[config.mk]
export PLATFORM = sky130hd
export DESIGN_NAME = sirq_timer
export DESIGN_NICKNAME = d
export VERILOG_FILES = /design/src/rtl/sirq_pkg.sv /design/src/rtl/sirq_regs.sv /design/src/rtl/sirq_prescaler.sv /design/src/rtl/sirq_counter.sv /design/src/rtl/sirq_timer.sv
export SDC_FILE = /design/constraint.sdc
export NUM_CORES = 1
export LEC_CHECK = 0
export ABC_AREA = 1
export BUFFER_PORTS_ARGS = -buffer_cell sky130_fd_sc_hd__buf_2
export CAP_MARGIN = 15
export CORE_AREA = 2 2 60 62
export CTS_CLUSTER_SIZE = 10
export DETAILED_ROUTE_END_ITERATION = 7
export DIE_AREA = 0 0 62 64
export GPL_ROUTABILITY_DRIVEN = 0
export PLACE_DENSITY = 0.85
export SYNTH_ARGS = -nofsm -noshare
export SYNTH_HDL_FRONTEND = slang
export SYNTH_SLANG_ARGS = --single-unit
[constraint.sdc]
create_clock -name clk -period 2.2 [get_ports clk]
set_input_delay 0.44 -clock clk [delete_from_list [all_inputs] [get_ports clk]]
set_output_delay 0.44 -clock clk [all_outputs]
set_load 0.03 [all_outputs]
[src/rtl/sirq_pkg.sv]
`timescale 1ns/1ps
package sirq_pkg;

    localparam int DATA_W        = 8;
    localparam int DOTS_PER_LINE = 341;
    localparam int DOTS_PER_CPU  = 3;
    localparam int PRESCALE_W    = 10;

    typedef enum logic [1:0] {
        SEL_RELOAD_LO = 2'd0,
        SEL_RELOAD_HI = 2'd1,
        SEL_CTRL      = 2'd2,
        SEL_ACK       = 2'd3
    } reg_sel_e;

    typedef struct packed {
        logic [4:0] spare;
        logic       cyc_mode;
        logic       enable;
        logic       ack_en;
    } ctrl_t;

    typedef struct packed {
        logic reload_lo;
        logic reload_hi;
        logic ctrl;
        logic ack;
    } wr_strobe_t;

    function automatic wr_strobe_t decode_write(input logic en, input reg_sel_e sel);
        wr_strobe_t s;
        s = '0;
        if (en) begin
            unique case (sel)
                SEL_RELOAD_LO: s.reload_lo = 1'b1;
                SEL_RELOAD_HI: s.reload_hi = 1'b1;
                SEL_CTRL:      s.ctrl      = 1'b1;
                SEL_ACK:       s.ack       = 1'b1;
            endcase
        end
        return s;
    endfunction

endpackage

[src/rtl/sirq_regs.sv]
`timescale 1ns/1ps
module sirq_regs
    import sirq_pkg::*;
#(
    parameter int DW = DATA_W
) (
    input  logic          clk,
    input  logic          rst,
    input  wr_strobe_t    stb,
    input  logic [DW-1:0] data,
    output logic [DW-1:0] reload,
    output ctrl_t         ctrl
);
    localparam int NIB = DW / 2;

    always_ff @(posedge clk) begin
        if (rst) begin
            reload <= '0;
            ctrl   <= '0;
        end else begin
            if (stb.reload_lo) reload[NIB-1:0]  <= data[NIB-1:0];
            if (stb.reload_hi) reload[DW-1:NIB] <= data[NIB-1:0];
            if (stb.ctrl)      ctrl             <= ctrl_t'(data);
            if (stb.ack)       ctrl.enable      <= ctrl.ack_en;
        end
    end

    AST_LO_KEEPS_HI: assert property (@(posedge clk) disable iff (rst)
        stb.reload_lo |=> reload[DW-1:NIB] == $past(reload[DW-1:NIB]));
    AST_HI_KEEPS_LO: assert property (@(posedge clk) disable iff (rst)
        stb.reload_hi |=> reload[NIB-1:0] == $past(reload[NIB-1:0]));
    AST_ACK_COPY: assert property (@(posedge clk) disable iff (rst)
        stb.ack |=> ctrl.enable == $past(ctrl.ack_en));
    AST_ACK_KEEPS_MODE: assert property (@(posedge clk) disable iff (rst)
        stb.ack |=> ctrl.cyc_mode == $past(ctrl.cyc_mode) && ctrl.ack_en == $past(ctrl.ack_en));

endmodule

[src/rtl/sirq_prescaler.sv]
`timescale 1ns/1ps
module sirq_prescaler
    import sirq_pkg::*;
#(
    parameter int PW     = PRESCALE_W,
    parameter int PERIOD = DOTS_PER_LINE,
    parameter int STEP   = DOTS_PER_CPU
) (
    input  logic clk,
    input  logic rst,
    input  logic load,
    input  logic run,
    input  logic cyc_mode,
    output logic tick
);
    localparam logic [PW-1:0] PERIOD_V = PW'(PERIOD);
    localparam logic [PW-1:0] STEP_V   = PW'(STEP);

    logic [PW-1:0] dots;
    logic [PW-1:0] dots_less;
    logic          line_done;

    always_comb begin
        dots_less = dots - STEP_V;
        line_done = dots_less[PW-1] | (dots_less == '0);
        tick      = run & (cyc_mode | line_done);
    end

    always_ff @(posedge clk) begin
        if (rst) begin
            dots <= PERIOD_V;
        end else if (load) begin
            dots <= PERIOD_V;
        end else if (run && !cyc_mode) begin
            dots <= line_done ? dots_less + PERIOD_V : dots_less;
        end
    end

    AST_PRE_LOAD: assert property (@(posedge clk) disable iff (rst)
        load |=> dots == PERIOD_V);
    AST_PRE_FROZEN: assert property (@(posedge clk) disable iff (rst)
        !load && !run |=> $stable(dots));
    AST_PRE_CYC_HOLD: assert property (@(posedge clk) disable iff (rst)
        run && cyc_mode && !load |=> $stable(dots));
    AST_NO_OVERFLOW: assert property (@(posedge clk) disable iff (rst)
        !dots[PW-1] && dots != '0 && dots <= PERIOD_V);

endmodule

[src/rtl/sirq_counter.sv]
`timescale 1ns/1ps
module sirq_counter
    import sirq_pkg::*;
#(
    parameter int CW = DATA_W
) (
    input  logic          clk,
    input  logic          rst,
    input  logic          load,
    input  logic [CW-1:0] reload,
    input  logic          tick,
    input  logic          clr,
    output logic          irq
);
    localparam logic [CW-1:0] TOP = '1;

    logic [CW-1:0] count;
    logic          at_top;

    assign at_top = (count == TOP);

    always_ff @(posedge clk) begin
        if (rst) begin
            count <= '0;
            irq   <= 1'b0;
        end else begin
            if (load) begin
                count <= reload;
            end else if (tick) begin
                count <= at_top ? reload : count + 1'b1;
            end
            if (clr) begin
                irq <= 1'b0;
            end else if (tick && at_top) begin
                irq <= 1'b1;
            end
        end
    end

    AST_WRAP_RELOAD: assert property (@(posedge clk) disable iff (rst)
        tick && !load && count == TOP |=> count == $past(reload) && irq);
    AST_STEP_UP: assert property (@(posedge clk) disable iff (rst)
        tick && !load && count != TOP |=> count == CW'($past(count) + 1'b1));
    AST_IRQ_HOLD: assert property (@(posedge clk) disable iff (rst)
        irq && !clr |=> irq);
    AST_CLR_WINS: assert property (@(posedge clk) disable iff (rst)
        clr |=> !irq);
    AST_CNT_LOAD: assert property (@(posedge clk) disable iff (rst)
        load |=> count == $past(reload));
    AST_CNT_IDLE: assert property (@(posedge clk) disable iff (rst)
        !tick && !load |=> $stable(count));

endmodule

[src/rtl/sirq_timer.sv]
`timescale 1ns/1ps
module sirq_timer
    import sirq_pkg::*;
#(
    parameter int DW     = DATA_W,
    parameter int PW     = PRESCALE_W,
    parameter int PERIOD = DOTS_PER_LINE,
    parameter int STEP   = DOTS_PER_CPU
) (
    input  logic          clk,
    input  logic          rst,
    input  logic          wr_en,
    input  logic [1:0]    wr_sel,
    input  logic [DW-1:0] wr_data,
    output logic          irq
);
    wr_strobe_t    stb;
    ctrl_t         ctrl;
    ctrl_t         ctrl_wr;
    logic [DW-1:0] reload;
    logic          command;
    logic          load;
    logic          run;
    logic          tick;
    logic          unused_spare;

    always_comb begin
        stb     = decode_write(wr_en, reg_sel_e'(wr_sel));
        ctrl_wr = ctrl_t'(wr_data);
        command = stb.ctrl | stb.ack;
        load    = stb.ctrl & ctrl_wr.enable;
        run     = ctrl.enable & ~command;
    end

    assign unused_spare = ^{ctrl.spare, ctrl_wr.spare, ctrl_wr.cyc_mode, ctrl_wr.ack_en};

    sirq_regs #(.DW(DW)) u_regs (
        .clk    (clk),
        .rst    (rst),
        .stb    (stb),
        .data   (wr_data),
        .reload (reload),
        .ctrl   (ctrl)
    );

    sirq_prescaler #(.PW(PW), .PERIOD(PERIOD), .STEP(STEP)) u_pre (
        .clk      (clk),
        .rst      (rst),
        .load     (load),
        .run      (run),
        .cyc_mode (ctrl.cyc_mode),
        .tick     (tick)
    );

    sirq_counter #(.CW(DW)) u_cnt (
        .clk    (clk),
        .rst    (rst),
        .load   (load),
        .reload (reload),
        .tick   (tick),
        .clr    (command),
        .irq    (irq)
    );

    AST_DISABLED_NO_RISE: assert property (@(posedge clk) disable iff (rst)
        !ctrl.enable |=> !$rose(irq));

endmodule

==> results_dict.tcl <==
set metrics [dict create \
    outcome "complete, no violations" \
    n_antenna_cell 0 \
    most-common-layout-cells "54 x nand2_1, 41 x nor2_1, 33 x inv_1" \
    core_area_sq_um 3280 \
    drtIter0Drc 90 \
    ys_seq_elements 30 \
    hold_path_end "u_regs.ctrl[1]" \
    peakVddDrop_uv 342 \
    cts_tree "yes" \
    worstHoldStart "rst" \
    synth_top_flop_cell "dfxtp_1" \
    start_util_pct 57.4 \
    regToRegEndpoint "u_cnt.count[5]" \
    vias 1796 \
    antenna_found_initial 0 \
    area_growth_pct 7.50 \
    num_rows 21 \
    htree_levels 2 \
    grt_usage_pct 23.1 \
    layout-drive-gt1-share_pct 14.6 \
    power_frac_comb_pct 11.9 \
    cp_slowest_stage_delay_ns 0.38 \
    syn_area_per_cell_sq_um 6.71 \
    switching_share_pct 28.6 \
    leakage_nw 0.958 \
    grt_max_degree 19 \
    setup_tns_ns 0 \
    worst_setup_path_end_kind "flip-flop" \
    holdPathStages 2 \
    via_per_inst 5.27 \
    clk_pin_slew_worst_paths_ns 0.11 \
    rsz0062_at_grt "false" \
    hold_buffers 0 \
    final_common_cell "nand2_1" \
    synth.cell_area_sq_um 1880 \
    ys_warn_count 0 \
    io_pins 14 \
    reg2reg_depth 13 \
    syn_inst 281 \
    crit_chain "inv_2 -> ha_1 -> nand2_2 -> nand2_4 -> nor2_1 -> nand3_1 -> xor2_2 -> inv_2 -> nand3_2 -> nand2_4 -> nand2_1 -> nor2_1 -> nor2_1" \
    syn_nets 298 \
    cts_buffers 5 \
    dp_hpwl_microns 2810 \
    p_switching_mw 0.306 \
    die_x_microns 62 \
    worstReg2RegStart "u_pre.dots[2]" \
    relSlewSlack_pct 70.0 \
    cts.sinks 30 \
    ant_nets 0 \
    drt-wirelength-per-cell_microns 11.6 \
    register_area_sq_um 602 \
    path_common_cell "nor2_1" \
    slew_violations 0 \
    min_path_type "primary input to flip-flop" \
    power_density_nw_per_um2 528 \
    setup_viol 0 \
    ys_async_sr_fraction_pct 0 \
    p_clk_share_pct 33.8 \
    route.detailed.drc 0 \
    p_int_mw 0.765 \
    grt_pass1_vias 1705 \
    clkLatencyLatePin_ns 0.34 \
    cp_slowest_cell "dfxtp_2" \
    fin_nets 311 \
    layout_worst_path_cycle_share_pct 90.7 \
    die-area_sq_um 3970 \
    numPortBuffers 9 \
    pwr-share-seq_pct 54.3 \
    placed_area_sq_um 1950 \
    min_period_ns 1.99 \
    grt_pass1_wl_microns 6990 \
    fp.dieH_microns 64 \
    synth_cell_types 32 \
    fmax_ghz 0.501 \
    maxCapViolations 0 \
    first_pass_iters 4 \
    routed_wl_microns 3950 \
    start_kind "flip-flop" \
    worst_slack_ns 0.206 \
    cts_root_buf "clkbuf_4" \
    crit_fanout 14 \
    worst_pin_slew_ns 0.446 \
    clk_path_buf_depth 2 \
    synth_edf_count 0 \
    grt-ovfl-total 0 \
    post-place-ws_ns 0.170 \
    fin_util_pct 61.7 \
    crit_arrival_ns 2.24 \
    worst-r2r-setup-slack_ns 0.21 \
    required_ns 2.45 \
    fin_area_sq_um 2030 \
    hold_viol 0 \
    path_class "flip-flop to flip-flop" \
    multi_input_area_sq_um 1100 \
    skew_ns 0.0149 \
    fill_cells 309 \
    ys_seq_area_share_pct 31.9 \
]
-- final cells by class --
class	instances	area share (%)
Clock buffer	6	2.53
Clock inverter	2	0.618
Inverter	36	6.67
Multi-Input combinational cell	209	54.3
Sequential cell	30	29.7
Tap cell	46	2.84
Timing Repair Buffer	12	3.34
-- worst max path at each step --
stage	from	to	depth (start not counted)
after global placement	u_pre.dots[2]	u_cnt.count[2]	14
after CTS	u_pre.dots[2]	u_cnt.count[5]	14
final	u_pre.dots[2]	u_cnt.count[5]	13
after detailed placement	u_pre.dots[2]	u_cnt.count[5]	14
after global routing	u_pre.dots[0]	u_pre.dots[7]	11
after floorplan	u_pre.dots[2]	u_pre.dots[5]	13
-- metal layers --
layer | global-route usage, % | wire length [microns]
met1 | 30.2 | 1850
met2 | 34.6 | 1820
met3 | 6.48 | 211
met4 | 10.1 | 61
met5 | 0 | 0
-- per-stage QoR --
step           cells  hold slack, ns  total power [mW]
2_1_floorplan    281           0.426             0.685
3_3_place_gp     333           0.437             0.714
3_5_place_dp     333           0.456             0.719
4_1_cts          341           0.279              1.07
5_1_grt          341           0.286              1.12
6_report         341           0.291              1.07
-- cells by family after synthesis --
kind of cell / share of synthesized area (%)
AO/OA/AOI/OAI: 16.5
XOR/XNOR: 4.65
adder cells (fa/ha/maj): 2.66
buffers and inverters: 10.2
flip-flops: 31.9
multiplexers: 0.531
AND/OR/NAND/NOR: 33.6
-- registers in the layout, indices dropped and copies added, names as in the netlist --
name and cells:
u_cnt.count 8, u_cnt.irq 1, u_pre.dots 10, u_regs.ctrl 3
u_regs.reload 8
-- cell usage after synthesis (all sizes together) (2+ instances only) --
cell type   n  area share (%)
a21oi      23             6.1
nand3      19             6.4
nor3        3            0.80
buf         4             2.1
inv        35             7.0
ha          4             2.7
nand3b      3             1.4
xor2       10             4.6
clkbuf      2            0.93
nand2      63              15
nand4       4             1.3
nor2       44             9.2
o21bai      2            0.80
dfxtp      30              32
o21ai      28             7.6
-- worst max-delay path: cells and delay by family (launching register included) --
family,cells,cell delay [ns]
fa+ha+maj,1,0.19
buf+inv,2,0.17
flops,1,0.38
xor+xnor,1,0.18
simple gates,9,1.00
-- timing repair --
| item | 4_1_cts | 5_1_grt |
|---|---|---|
| resized for setup | 0 | 2 |
| setup buffers | 0 | 0 |
| endpoints found under the setup margin | 0 | 1 |
-- power by group through the flow --
stage,Clock [mW],Combinational [mW],Sequential [mW]
floorplan,0,0.0963,0.589
global placement,0,0.122,0.592
detailed placement,0,0.125,0.593
CTS,0.368,0.126,0.581
global route,0.392,0.147,0.584
finish,0.362,0.127,0.582
Note: power is estimated with default switching activity, not from simulation.
